===== src/rtl/clkdiv_stop.sv =====
module clkdiv_stop #(
  parameter int N_SRC = 8
) (
  input  logic             clk,
  input  logic             rst_n,
  input  logic             wr_en,
  input  logic [31:0]      wr_data,
  output logic [31:0]      rd_data,
  input  logic [N_SRC-1:0] src_tick,
  output logic             div_tick,
  output logic             div_level,
  output logic             running
);
  localparam int SW = (N_SRC > 1) ? $clog2(N_SRC) : 1;
  localparam int SP = (N_SRC == 8) ? 12 : 6;
  localparam int HALT_BIT = 8;

  logic [5:0]    div_q, act_div, cnt;
  logic          halt_q, active;
  logic [SW-1:0] sel_q, act_sel;
  logic          tick, last;
  logic [6:0]    half;

  always_ff @(posedge clk) begin
    if (!rst_n) begin
      div_q  <= '0;
      halt_q <= 1'b1;
      sel_q  <= '0;
    end else if (wr_en) begin
      halt_q <= wr_data[HALT_BIT];
      div_q  <= (wr_data[HALT_BIT] && wr_data[5:0] == 6'd0) ? 6'h3f : wr_data[5:0];
      sel_q  <= (N_SRC > 1) ? wr_data[SP +: SW] : '0;
    end
  end

  generate
    if (N_SRC > 1) begin : g_sel
      assign rd_data = ({26'd0, div_q} | ({31'd0, halt_q} << HALT_BIT)
                        | ({{(32-SW){1'b0}}, sel_q} << SP));
      assign tick = src_tick[act_sel];
    end else begin : g_one
      assign rd_data = {26'd0, div_q} | ({31'd0, halt_q} << HALT_BIT);
      assign tick = src_tick[0];
    end
  endgenerate

  assign last = active && tick && (cnt == act_div);

  always_ff @(posedge clk) begin
    if (!rst_n) begin
      active  <= 1'b0;
      cnt     <= '0;
      act_div <= '0;
      act_sel <= '0;
    end else if (!active) begin
      if (!halt_q) begin
        active  <= 1'b1;
        cnt     <= '0;
        act_div <= div_q;
        act_sel <= sel_q;
      end
    end else if (last) begin
      cnt <= '0;
      if (halt_q) active <= 1'b0;
      else begin
        act_div <= div_q;
        act_sel <= sel_q;
      end
    end else if (tick) begin
      cnt <= cnt + 6'd1;
    end
  end

  assign half      = ({1'b0, act_div} + 7'd1) >> 1;
  assign div_tick  = last;
  assign div_level = active && ((act_div == 6'd0) ? tick : ({1'b0, cnt} < half));
  assign running   = !halt_q;
endmodule


===== config.mk =====
export PLATFORM = sky130hd
export DESIGN_NAME = clkdiv_stop
export DESIGN_NICKNAME = d
export VERILOG_FILES = /design/src/rtl/clkdiv_stop.sv
export SDC_FILE = /design/constraint.sdc
export NUM_CORES = 1
export LEC_CHECK = 0
export ABC_AREA = 1
export BUFFER_PORTS_ARGS = -buffer_cell sky130_fd_sc_hd__buf_2
export CAP_MARGIN = 20
export CORE_ASPECT_RATIO = 0.9
export CORE_MARGIN = 4
export CORE_UTILIZATION = 51
export DETAILED_ROUTE_END_ITERATION = 16
export PLACE_DENSITY = 0.85
export SETUP_SLACK_MARGIN = 0.1
export SYNTH_ARGS = -nofsm -noshare
export SYNTH_HDL_FRONTEND = slang
export SYNTH_SLANG_ARGS = --single-unit

===== constraint.sdc =====
create_clock -name clk -period 4.97 [get_ports clk]
set_input_delay 0.2485 -clock clk [delete_from_list [all_inputs] [get_ports clk]]
set_output_delay 0.2485 -clock clk [all_outputs]
set_load 0.02 [all_outputs]

==> impl_metrics.py <==
metrics = {
    "setup_path": {
        "critPathTopFamily": "adder cells",
        "r2r_slack_ps": 3280,
        "path_depth": 10,
        "end_kind": "output port",
        "worst_setup_path_start_kind": "register",
        "crit_chain": "ha_1, nand3_1, xor2_1, ha_1, a21oi_1, nor2_1, a211oi_1, nand4_1, o21ai_0, buf_2",
        "critPathSlowestCell": "dfxtp_1",
        "worst_ep_required_time_ps": 4720,
        "rr_worst_depth": 9,
        "worstSetupPathType": "reg -> out",
        "r2r_end": "act_div[3]$_SDFFE_PN0P_",
        "critPathBufInv": 1,
        "worstSetupStartpoint": "act_div[1]$_SDFFE_PN0P_",
        "max_stage_delay_ps": 420,
        "worstPathArrival_ps": 2250,
        "r2r_start": "act_div[2]$_SDFFE_PN0P_",
        "critPathMaxFanout": 5,
        "crit_path_frequent_cell": "ha_1",
        "critPathCapture": "div_level",
    },
    "global_route": {
        "track_usage_pct": 14.5,
        "grt_max_degree": 22,
        "first_global_vias": 1355,
        "overflow": 0,
        "antenna_found_initial": 0,
        "grt_pass1_wl_um": 5570,
    },
    "logic_synthesis": {
        "muxShareOfSynthArea_pct": 0,
        "synth-compound-area-share_pct": 11.4,
        "synthDistinctLibCells": 32,
        "synth_area_leaders": "dfxtp_1, nand2_1, buf_4, inv_1, nand3_1",
        "yosys.area.top_type": "dfxtp_1",
        "synth_seq_area_share_pct": 28.7,
        "synth_top_family_by_area": "simple AND/OR/NAND/NOR gates",
        "syn_area_per_cell_sq_um": 6.79,
        "yosys_warnings": 0,
        "synthSimpleGateAreaFrac_pct": 31.2,
        "synth-xor-area-share_pct": 1.93,
        "ys_ff_latch": 26,
        "netlist.area_leader.share_pct": 28.7,
        "syn_area_sq_mm": 0.00181,
        "synth_fa_ha_area_share_pct": 5.52,
        "syn_inst": 267,
    },
    "detailed_routing": {
        "drc": 0,
        "antenna_left": 0,
        "wire_per_inst_um": 9.66,
        "via_per_inst": 4.71,
        "totalWireLength_um": 3250,
        "drt_iter0_markers": 64,
        "vias": 1586,
        "first_pass_iters": 4,
    },
    "sta": {
        "max_freq_mhz": 400,
        "rsz0062_at_grt": "no",
        "fin_ws_ps": 2470,
        "setup_violations": 0,
        "finalMaxSlewViolations": 0,
        "fin_tns_setup_ps": 0,
        "tightest_slew_ps": 586,
        "final_hold_viol_count": 0,
        "finalCritPeriodShare_pct": 50.4,
        "slew_headroom_pct": 60.9,
        "min_period_ps": 2500,
        "finalClockSkew_ps": 2.68,
        "fin_hold_ws_ps": 225,
    },
    "final_layout": {
        "final_nets": 345,
        "area_growth_pct": 6.55,
        "drive_gt1_share_pct": 20.1,
        "diodes": 0,
        "final_cell_area_sq_mm": 0.00193,
        "fillerInstances": 330,
    },
    "place": {
        "gp_congestion": 0.830,
        "dp_hpwl_um": 2610,
        "numPortBuffers": 33,
        "placed_area_sq_mm": 0.00188,
        "post-place-ws_ps": 2740,
    },
    "flow_run": {
        "cap_viol_max_count": 0,
    },
    "floorplanning": {
        "io_pins": 78,
        "dieArea_sq_mm": 0.00458,
        "core_sq_mm": 0.00340,
        "start_util_pct": 53.3,
        "rows": 20,
        "die_y_um": 64.6,
        "die_x_um": 70.9,
    },
    "clock_tree": {
        "htree_levels": 1,
        "cts_setup_buffers": 0,
        "cts.path.max_buffers": 2,
        "clockRootBuffer": "clkbuf_8",
        "path_clk_slew_ps": 80,
        "cts-resized-gates": 0,
        "cts_tree": "yes",
        "cts_buffers": 3,
        "clock_sinks": 26,
        "cts-hold-fix-buffers": 0,
        "clock_latency_ps": 260,
    },
    "power_and_ir_drop": {
        "ir_worst_vdd_v": 0.000134,
        "power.leakage_nw": 0.966,
        "total_power_uw": 514,
        "power.density_mw_per_mm2": 266,
    },
    "outcome": {
        "outcome": "complete, no violations",
    },
    "worst_hold_path": {
        "hold_path.class": "in -> reg",
    },
}
[Yosys cell counts]
cell / instances
dfxtp_1: 26
a21oi_1: 19
a21boi_0: 1
inv_2: 5
ha_1: 8
xor2_1: 3
o21bai_4: 1
nor2_1: 20
o21ai_0: 12
nand3_4: 1
nand3_1: 21
nand3b_2: 1
clkbuf_1: 1
buf_4: 24
o21ai_1: 1
buf_6: 3
nor3_1: 3
xnor2_1: 1
clkinv_1: 1
buf_2: 2
a31oi_1: 2
nand2_4: 3
nand4_1: 2
buf_1: 2
conb_1: 1
inv_1: 33
nor4_1: 1
nand2_1: 57
nand2_2: 1
nand3_2: 2
a211oi_1: 1
nor2_2: 8
[sequential cells by signal, indices dropped and copies added (netlist names)]
| signal | count |
|---|---|
| act_div | 6 |
| act_sel | 3 |
| active | 1 |
| cnt | 6 |
| div_q | 6 |
| halt_q | 1 |
| sel_q | 3 |
[tightest hold or removal path, stage by stage]
cell	delay, ps
buf_2	100
a21oi_1	60
o21ai_0	60
[how the worst min path moves through the flow]
stage | from | to | slack, ps | cells past startpoint
after floorplan | wr_data[8] | halt_q$_SDFFE_PN1P_ | 370 | 2
after global placement | halt_q$_SDFFE_PN1P_ | active$_SDFF_PN0_ | 450 | 1
after detailed placement | halt_q$_SDFFE_PN1P_ | active$_SDFF_PN0_ | 450 | 1
after CTS | wr_data[8] | halt_q$_SDFFE_PN1P_ | 220 | 3
after global routing | wr_data[4] | div_q[4]$_SDFFE_PN0P_ | 270 | 3
final | wr_data[8] | halt_q$_SDFFE_PN1P_ | 230 | 3
[kinds of logic (layout without fill, tap and decap cells)]
group / count (synthesis) / in the layout
AOI/OAI and AO/OA: 37 / 37
xor gates and xnor gates: 4 / 4
adders and majority gates: 8 / 8
DFF: 26 / 26
other: 1 / 22
and+or+nand+nor: 120 / 120
buffers and inverters: 71 / 76
[per-layer routing]
layer	GRT usage [%]	vias to the layer above	wire length [um]
li1	-	851	-
met1	19.2	688	1590
met2	24.3	41	1450
met3	1.71	6	182
met4	4.93	0	38
met5	0	-	0
[where the power goes]
| group | internal [mW] | switching [mW] |
|---|---|---|
| combinational | 0.0486 | 0.0934 |
| clock | 0.0707 | 0.0610 |
| sequential | 0.223 | 0.0169 |
| total | 0.342 | 0.171 |
[cells in the final DEF, fill, tap and decap left out, types with 2 or more instances in the layout]
master    Yosys  routed
a31oi_1       2       2
inv_2         5       5
buf_2         2      33
dfxtp_1      26      26
nand3_1      21      21
nand2_1      57      57
conb_1        1      22
xor2_1        3       3
nor3_1        3       3
inv_1        33      33
ha_1          8       8
o21ai_0      12      12
nor2_1       20      20
nor2_2        8       8
nand2_4       3       3
nand4_1       2       2
nand3_2       2       2
a21oi_1      19      19
clkbuf_8      0       4
[stage by stage]
step / instances / util (%)
floorplan: 288 / -
global placement: 333 / 55.2
detailed placement: 333 / 55.2
CTS: 337 / 56.8
global route: 337 / 56.8
finish: 337 / 56.8
[cell type report]
cell class	count	area (sq um)	area share (%)
tap	44	55.1	2.85
multi-input combinational	191	991	51.3
timing repair buffer	33	165	8.54
clock buffer	4	55.1	2.85
inverter	39	146	7.57
sequential	26	520	26.9
Power figures use the tool's default switching activity.
